File: config.mk
export PLATFORM = sky130hd
export DESIGN_NAME = useq_top
export DESIGN_NICKNAME = d
export VERILOG_FILES = /design/src/rtl/useq_pkg.sv /design/src/rtl/useq_cmem.sv /design/src/rtl/useq_map.sv /design/src/rtl/useq_next.sv /design/src/rtl/useq_top.sv
export SDC_FILE = /design/constraint.sdc
export NUM_CORES = 2
export LEC_CHECK = 0
export BUFFER_PORTS_ARGS = -buffer_cell sky130_fd_sc_hd__clkbuf_2
export CORE_MARGIN = 2
export CORE_UTILIZATION = 40
export DETAILED_ROUTE_END_ITERATION = 6
export RECOVER_POWER = 100
export SYNTH_ARGS = -nofsm -noshare
export SYNTH_HDL_FRONTEND = slang
export SYNTH_SLANG_ARGS = --single-unit
export TNS_END_PERCENT = 30
File: constraint.sdc
create_clock -name clk -period 4.2 [get_ports clk]
set_input_delay 0.63 -clock clk [delete_from_list [all_inputs] [get_ports clk]]
set_output_delay 0.63 -clock clk [all_outputs]
set_load 0.05 [all_outputs]
File: src/rtl/useq_pkg.sv
package useq_pkg;

    typedef enum logic [1:0] {
        BR_JUMP = 2'd0,
        BR_CALL = 2'd1,
        BR_RET  = 2'd2,
        BR_MAP  = 2'd3
    } br_e;

    typedef enum logic [1:0] {
        CS_ALWAYS = 2'd0,
        CS_FLAG0  = 2'd1,
        CS_FLAG1  = 2'd2,
        CS_FLAG2  = 2'd3
    } csel_e;

    typedef enum logic [1:0] {
        NX_INC  = 2'd0,
        NX_TGT  = 2'd1,
        NX_RET  = 2'd2,
        NX_MAP  = 2'd3
    } nsel_e;

    typedef enum logic [1:0] {
        ST_HALT  = 2'd0,
        ST_FETCH = 2'd1,
        ST_EXEC  = 2'd2
    } st_e;

endpackage

File: src/rtl/useq_cmem.sv
module useq_cmem #(
    parameter int AW = 7,
    parameter int WW = 27,
    localparam int DEPTH = 1 << AW
) (
    input  logic          clk,
    input  logic          we,
    input  logic [AW-1:0] waddr,
    input  logic [WW-1:0] wdata,
    input  logic [AW-1:0] raddr,
    output logic [WW-1:0] rdata
);

    logic [WW-1:0] store [DEPTH];

    always_ff @(posedge clk) begin
        if (we) begin
            store[waddr] <= wdata;
        end
    end

    assign rdata = store[raddr];

endmodule

File: src/rtl/useq_map.sv
module useq_map #(
    parameter int OPW      = 4,
    parameter int AW       = 7,
    parameter int MAP_MODE = 0,
    parameter int SHIFT_K  = 3,
    localparam int ENTRIES = 1 << OPW
) (
    input  logic           clk,
    input  logic           we,
    input  logic [OPW-1:0] widx,
    input  logic [AW-1:0]  wdata,
    input  logic [OPW-1:0] opcode,
    output logic [AW-1:0]  start
);

    generate
        if (MAP_MODE == 0) begin : g_shift
            // Equal power-of-two slots: start = opcode * 2^SHIFT_K mod 2^AW
            logic map_unused;
            assign map_unused = ^{clk, we, widx, wdata};
            assign start = AW'(opcode) << SHIFT_K;
        end else begin : g_table
            logic [AW-1:0] tbl [ENTRIES];
            always_ff @(posedge clk) begin
                if (we) begin
                    tbl[widx] <= wdata;
                end
            end
            assign start = tbl[opcode];
        end
    endgenerate

endmodule

File: src/rtl/useq_next.sv
module useq_next
    import useq_pkg::*;
#(
    parameter int AW = 7
) (
    input  logic [AW-1:0] car,
    input  logic [AW-1:0] sbr,
    input  logic [AW-1:0] tgt,
    input  logic [AW-1:0] map_start,
    input  csel_e         csel,
    input  br_e           br,
    input  logic [2:0]    flags,
    output logic          cond_ok,
    output logic          sbr_load,
    output logic [AW-1:0] car_inc,
    output logic [AW-1:0] next_car
);

    nsel_e sel;

    assign car_inc = car + AW'(1);

    // Condition multiplexer
    always_comb begin
        unique case (csel)
            CS_ALWAYS: cond_ok = 1'b1;
            CS_FLAG0:  cond_ok = flags[0];
            CS_FLAG1:  cond_ok = flags[1];
            CS_FLAG2:  cond_ok = flags[2];
            default:   cond_ok = 1'b0;
        endcase
    end

    // Branch logic drives the next-address select lines
    always_comb begin
        sel = NX_INC;
        if (cond_ok) begin
            unique case (br)
                BR_JUMP: sel = NX_TGT;
                BR_CALL: sel = NX_TGT;
                BR_RET:  sel = NX_RET;
                BR_MAP:  sel = NX_MAP;
                default: sel = NX_INC;
            endcase
        end
    end

    assign sbr_load = cond_ok && (br == BR_CALL);

    // Next-address multiplexer
    always_comb begin
        unique case (sel)
            NX_INC:  next_car = car_inc;
            NX_TGT:  next_car = tgt;
            NX_RET:  next_car = sbr;
            NX_MAP:  next_car = map_start;
            default: next_car = car_inc;
        endcase
    end

endmodule

File: src/rtl/useq_top.sv
module useq_top
    import useq_pkg::*;
#(
    parameter int AW         = 7,
    parameter int OPW        = 4,
    parameter int CWW        = 16,
    parameter int MAP_MODE   = 0,
    parameter int SHIFT_K    = 3,
    parameter int RESET_ADDR = 0,
    localparam int WW        = CWW + AW + 4
) (
    input  logic           clk,
    input  logic           rst_n,
    input  logic           run,
    input  logic           cfg_we,
    input  logic [AW-1:0]  cfg_addr,
    input  logic [WW-1:0]  cfg_wdata,
    input  logic           map_we,
    input  logic [OPW-1:0] map_idx,
    input  logic [AW-1:0]  map_wdata,
    input  logic [OPW-1:0] opcode,
    input  logic [2:0]     flags,
    output logic [CWW-1:0] ctl_word,
    output logic           ctl_valid,
    output logic [AW-1:0]  car
);

    localparam int TGT_LO = 0;
    localparam int BR_LO  = AW;
    localparam int CS_LO  = AW + 2;
    localparam int CW_LO  = AW + 4;

    st_e           state, state_nx;
    logic [AW-1:0] car_q, sbr_q;
    logic [WW-1:0] cdr_q;
    logic [WW-1:0] cm_rdata;
    logic [AW-1:0] map_start, next_car, car_inc, tgt_addr;
    logic [1:0]    br_bits, cs_bits;
    logic          cond_ok, sbr_load, halted;

    assign tgt_addr = cdr_q[TGT_LO +: AW];
    assign br_bits  = cdr_q[BR_LO +: 2];
    assign cs_bits  = cdr_q[CS_LO +: 2];

    useq_cmem #(.AW(AW), .WW(WW)) u_cmem (
        .clk   (clk),
        .we    (cfg_we),
        .waddr (cfg_addr),
        .wdata (cfg_wdata),
        .raddr (car_q),
        .rdata (cm_rdata)
    );

    useq_map #(.OPW(OPW), .AW(AW), .MAP_MODE(MAP_MODE), .SHIFT_K(SHIFT_K)) u_map (
        .clk    (clk),
        .we     (map_we),
        .widx   (map_idx),
        .wdata  (map_wdata),
        .opcode (opcode),
        .start  (map_start)
    );

    useq_next #(.AW(AW)) u_next (
        .car       (car_q),
        .sbr       (sbr_q),
        .tgt       (tgt_addr),
        .map_start (map_start),
        .csel      (csel_e'(cs_bits)),
        .br        (br_e'(br_bits)),
        .flags     (flags),
        .cond_ok   (cond_ok),
        .sbr_load  (sbr_load),
        .car_inc   (car_inc),
        .next_car  (next_car)
    );

    // State register
    always_ff @(posedge clk) begin
        if (!rst_n) begin
            state <= ST_HALT;
        end else begin
            state <= state_nx;
        end
    end

    // Transitions: start, load, continue, stop
    always_comb begin
        state_nx = state;
        unique case (state)
            ST_HALT:  state_nx = run ? ST_FETCH : ST_HALT;
            ST_FETCH: state_nx = ST_EXEC;
            ST_EXEC:  state_nx = run ? ST_FETCH : ST_HALT;
            default:  state_nx = ST_HALT;
        endcase
    end

    // Address, return and data registers
    always_ff @(posedge clk) begin
        if (!rst_n) begin
            car_q <= AW'(RESET_ADDR);
            sbr_q <= '0;
            cdr_q <= '0;
        end else begin
            if (state == ST_FETCH) begin
                cdr_q <= cm_rdata;
            end
            if (state == ST_EXEC) begin
                car_q <= next_car;
                if (sbr_load) begin
                    sbr_q <= car_inc;
                end
            end
        end
    end

    // Outputs
    always_comb begin
        ctl_valid = (state == ST_EXEC);
        halted    = (state == ST_HALT);
        ctl_word  = ctl_valid ? cdr_q[CW_LO +: CWW] : '0;
        car       = car_q;
    end

endmodule

**After elaboration in Yosys (flattened, before gate mapping)**

Memories as Yosys holds them, arrays and structs flattened. A register that Yosys moved wholly into a read port is not among the register bits.
Cells that the tools add are included.

- Register bits: 16
- Bits in writable memories: 3456
- Input bits: 57
- Output and inout bits: 24
- Memories: 1

- Add/subtract/negate cells: 1
- Equal/unequal tests: 11
- Mux-type cells: 9
- Reductions and logical operators: 9

Memories:

| memory | words | bits a word | read ports | clocked after memory_dff | write ports | line | text |
|---|---|---|---|---|---|---|---|
| u_cmem.store | 128 | 27 | 1 | 1 | 1 | useq_cmem.sv:14 | `logic [WW-1:0] store [DEPTH];` |

Operators by type and width:

| operator | number |
|---|---|
| $pmux 7 s4 | 1 |
| $mux 16 | 1 |
| $eq 2x2->1 const B | 7 |
| $eq 2x1->1 const B | 4 |
| $logic_not 2->1 | 4 |
| $add 7x1->7 const B | 1 |
| $pmux 2 s3 | 1 |
| $pmux 1 s4 | 1 |
| $pmux 2 s2 | 1 |
| $reduce_or 2->1 | 2 |
| $mux 1 | 3 |
| $mux 2 | 1 |
| $reduce_and 2->1 | 1 |
| $logic_and 1x1->1 | 1 |
| $logic_not 1->1 | 1 |

**Logic depth before layout (Yosys ltp)**

- Depth in word-level cells: 6
- Depth in mapped cells: 12
- Mapped depth without buffers: 6

**By module**

A second synthesis with hierarchy kept.

- Cell total of the unflattened synthesis: 5327
- Area, all modules: 133670.7 um^2

Modules (own cells, without submodules):

| module | instances | cells an instance | area each (um^2) |
|---|---|---|---|
| useq_cmem | 1 | 5055 | 131446.1 |
| useq_top | 1 | 206 | 1731.7 |
| useq_next | 1 | 58 | 436.7 |
| useq_map | 1 | 8 | 56.3 |

**Worst setup path before layout**

No wires, ideal clock.

- Path kind: input port to flip-flop
- Start: input cfg_we
- End: memory u_cmem.store[100][0], enable pin
- Setup time: 0.445 ns
- Data arrival time: 3.072 ns
- Required time: 3.755 ns
- Path slack: 0.684 ns
- Stages: 3
- Cells stage by stage: clkbuf_1 > nand4_1 > nor3_1

- Cells in the longest elaborated chain, start to end: 2

RTL lines:

| what | line | text |
|---|---|---|
| start, declared | useq_top.sv:15 | `input logic cfg_we,` |
| $mux 1 | useq_cmem.sv:17 | `if (we) begin` |
| $mux 1 (implied by the code) | useq_cmem.sv:18 | `store[waddr] <= wdata;` |
| end, declared | useq_cmem.sv:14 |  |

No other way between the ends.

**Worst setup path after layout**

- Start: input cfg_addr[1]
- End: memory u_cmem.store[125][10], enable pin

RTL lines:

| what | line | text |
|---|---|---|
| start, declared | useq_top.sv:16 | `input logic [AW-1:0] cfg_addr,` |

No word-level cell before the write port.

==> results.txt <==
* Final routed DRC violation total: 0
- From bottom edge to top edge, the die measures slightly below 600 um.
- For the worst setup path, the data arrival time is approximately 4.8 ns.
- Setup repair after global routing left no endpoint under its margin.
- Yosys printed 0 warnings.
- Antenna viol nets, final: 0
* TritonCTS buffer count: approximately 350
* Largest fanout of any net on the critical path: 19
- Number of max-cap violations: 84
* Die Wd: between 500 and 600 um
* Maximum VDD drop: 0.349 mV
- By instance count, the cell type seen most on the critical path is clkbuf_1.
- Standard-cell rows: ~210
* Post-synth net total: just over 6,000
- Final nets: approximately 6,600
- Entering global routing, the biggest net connects 129 pins.
- The longest clock path from root to sink contains 4 buffers.
- The congestion estimate from routability-driven global placement came to around 0.84.
- Violations in the final reports: max-capacitance violations, max-slew violations
* Data required, critical path: 4.81 ns
- Total power divided by cell area: ~470 nW/um^2
* Vias in the first global route: 66,112
- During placement, the flow inserted port buffers numbering between 60 and 70.
- Final hold violation count: 0
- CP delay by family, top: buffers and inverters
- Ratio of routed vias to standard cells: approximately 6
* Effective utilization at floorplan: about two fifths
- The critical path in this run is classified as primary input to register.
* Root buffer cell: clkbuf_16
- After the first detailed-routing iteration, the DRC count stood at approximately 8,400.
* Cell types with the highest counts after synthesis: edfxtp_1, mux4_2, mux2i_1
- Based on the critical path, the design can be clocked at up to ~240 MHz.
- Global-route wire length before repair: 521,000 um
- Shortest clock period the worst path allows after layout: 4.19 ns
* Share of final-layout standard cells stronger than drive strength 1: around a quarter
- Worst skew pair latency: 0.92 ns
* Pre-antenna DRT Iters: 6
- On the worst path, the slowest cell contributes a delay of roughly 1.8 ns.
* Crit-path cells: clkbuf_1 -> nor2b_1 -> nand3_2 -> clkbuf_1 -> nor2_2 -> buf_4
- Antenna violations before repair: 42
* Worst hold-check path type: primary input to register
- CTS Sinks: about 3,500
- Setup violations remaining at the end of the flow were counted as 0.
- The synthesized design spends more area on one cell type than any other, namely edfxtp_1.
- Critical-path cell with the highest stage delay: clkbuf_1
- The HPWL after detailed placement is roughly 220,000 um.
- Sequential element share of the synthesized area: slightly below 80%
* Setup Total Neg Slack: 0 ns
- TritonCTS built the clock tree.
- Counting flops and latches in the post-synthesis netlist gives 3,499.
- Leak Pwr: 46.2 nW
- STA classifies the critical path startpoint as a primary input.
- For the pin with the worst max-slew slack, the measured transition is ~4.1 ns.
- Vias after detailed routing: approximately 67,000
- Sorting the synthesized cells by area gives the leading types as edfxtp_1, mux4_2, mux2i_1, a22oi_1, dfxtp_1.
- The die covers about 340,000 um^2.
- After layout, the worst path uses 99.6% of the clock period.
* Htree depth: 5
- In this run the cell area measured after placement is 143,000 um^2.
- After routing the design area is approximately 150,000 um^2.
- Compared with the post-synthesis result, the final layout area differs by 14.6%.
* Cell count after synthesis: 6,011
- Post-synth cell types: slightly below 60
- Portion of synthesized cell area occupied by the leading cell type: between 70% and 80%
* Run status: complete, but fails checks
- Post-CTS clock slew at the launch and capture registers of the worst setup and hold paths: roughly 0.060 ns
- CP bufs+invs: 3
- Total routed wirelength: between 300,000 and 400,000 um
- Global routing finished with a remaining overflow of 0.
- For this run, asynchronously set or reset flops after synthesis account for 0%.
- Mapped Area: roughly 130,000 um^2
- Count of pins over their slew limit: approximately 3,600
- Worst setup skew after layout: approximately 0.095 ns
- Measured against its own limit, the worst slew margin works out to -174%.
- After floorplanning, the core was sized to cover between 300,000 and 400,000 um^2.
- For this run, the total global-route usage over all layers was measured as a little over a fifth.
- Top-count cell post-synth: edfxtp_1
* Sort of element at the end of the critical path: register
- Post-synth top flop: edfxtp_1
- Buffers added to address setup during post-CTS repair amount to 0.
* IO Pins: between 80 and 90
* Worst hold slack: between 0.1 and 0.15 ns
- Count of flip-flops with a built-in enable after synthesis: between 3,000 and 4,000
- After detailed routing, the average wire length per cell comes to ~34 um.
* Mean instance size in the synthesized netlist: 22.2 um^2
==> through the flow <==
stage	power [mW]	setup WS [ns]	cells	utilization, %
6_report	71.5	0.0147	11227	46.0
3_5_place_dp	41.1	-0.382	10564	42.9
4_1_cts	72.0	0.00849	11207	46.3
5_1_grt	73.4	0.00826	11218	46.0
2_1_floorplan	39.9	0.684	6011	-
3_3_place_gp	41.0	-0.348	10564	42.9
==> registers in the layout, indices dropped and copies added (netlist names) <==
| signal | count |
|---|---|
| car | 7 |
| cdr_q | 27 |
| sbr_q | 7 |
| state | 2 |
| u_cmem.store | 3456 |
==> report_power, final <==
part	switching, mW	total [mW]	leakage (nW)	internal, mW
clock network	13.2	31.2	5.56	18.0
logic	1.29	1.71	9.21	0.424
registers	0.0771	38.6	31.4	38.6
==> cells by family (layout without fill, tap and decap cells) <==
| logic type | after synthesis | count (layout) | synth area share (%) |
|---|---|---|---|
| multiplexers | 1107 | 1107 | 15.6 |
| AO/OA/AOI/OAI | 638 | 638 | 3.36 |
| AND/OR/NAND/NOR | 403 | 403 | 1.36 |
| buffers and inverters | 358 | 1167 | 1.43 |
| other | 0 | 20 | 0 |
| flip-flops | 3499 | 3499 | 78.2 |
| adder cells (fa/ha/maj) | 1 | 1 | 0.00935 |
| XOR/XNOR | 5 | 5 | 0.0327 |
==> worst paths after layout <==
check | start | endpoint | slack [ns] | cells past startpoint
setup / recovery | cfg_addr[1] | u_cmem.store[125][10] | 0.01 | 6
hold / removal | rst_n | state[0] | 0.12 | 3
setup reg to reg | car[0] | cdr_q[13] | 0.05 | 7
hold reg to reg | cdr_q[0] | cdr_q[0] | 0.46 | 2
==> final cells by class <==
type                       count  area (um^2)
fill                       27612       180000
tap                         4387         5490
clock inverter               206         2110
timing repair buffer         517         3690
sequential                  3499       105000
clock buffer                 436         9290
inverter                       8         38.8
antenna                       20         50.0
multi-input combinational   2154        27900
==> worst reg2reg max path, stage by stage, from the launching register on <==
cell	delay [ns]
dfxtp_4	0.84
buf_12	0.32
clkbuf_2	0.30
mux4_2	0.53
a221oi_1	0.86
o22ai_1	0.47
a311oi_1	0.56
o21ai_0	0.16
==> layer usage <==
metal | track usage, % | routed length, um | vias up
li1 | - | - | 26702
met1 | 30.2 | 149000 | 36199
met3 | 3.49 | 31100 | 569
met2 | 34.6 | 179000 | 3272
met4 | 9.55 | 18000 | 4
met5 | 0 | 25 | -
==> repair_timing <==
item                                    4_1_cts  5_1_grt
resized for setup                             1        2
hold buffers                                  1        0
endpoints found under the setup margin        1        1
endpoints found under the hold margin         1        0
==> layout by cell type, fill, tap and decap left out, types with 11 or more instances in the layout <==
cell type | synthesis | layout
and2_1 | 21 | 20
a211oi_1 | 55 | 55
buf_12 | 3 | 45
mux2_2 | 14 | 14
nand3_1 | 33 | 31
o31ai_1 | 16 | 16
a22oi_1 | 141 | 141
o211ai_1 | 18 | 18
nor2_4 | 0 | 86
diode_2 | 0 | 20
dfxtp_1 | 43 | 37
clkinv_2 | 0 | 64
mux2i_1 | 317 | 317
o22ai_1 | 26 | 26
a31oi_1 | 21 | 21
nand2_1 | 118 | 116
bufinv_16 | 0 | 36
clkbuf_1 | 151 | 187
clkbuf_2 | 0 | 141
o221ai_1 | 52 | 52
a221oi_1 | 46 | 46
nor2_2 | 0 | 14
buf_4 | 36 | 205
clkinv_1 | 0 | 71
o21ai_0 | 77 | 80
a22o_1 | 36 | 36
clkinvlp_4 | 0 | 11
mux4_2 | 776 | 776
edfxtp_1 | 3456 | 3456
nor2_1 | 155 | 55
clkbuf_16 | 0 | 358
nor3_1 | 18 | 17
a21oi_1 | 106 | 106
No activity file was read; power rests on OpenSTA's default activity.
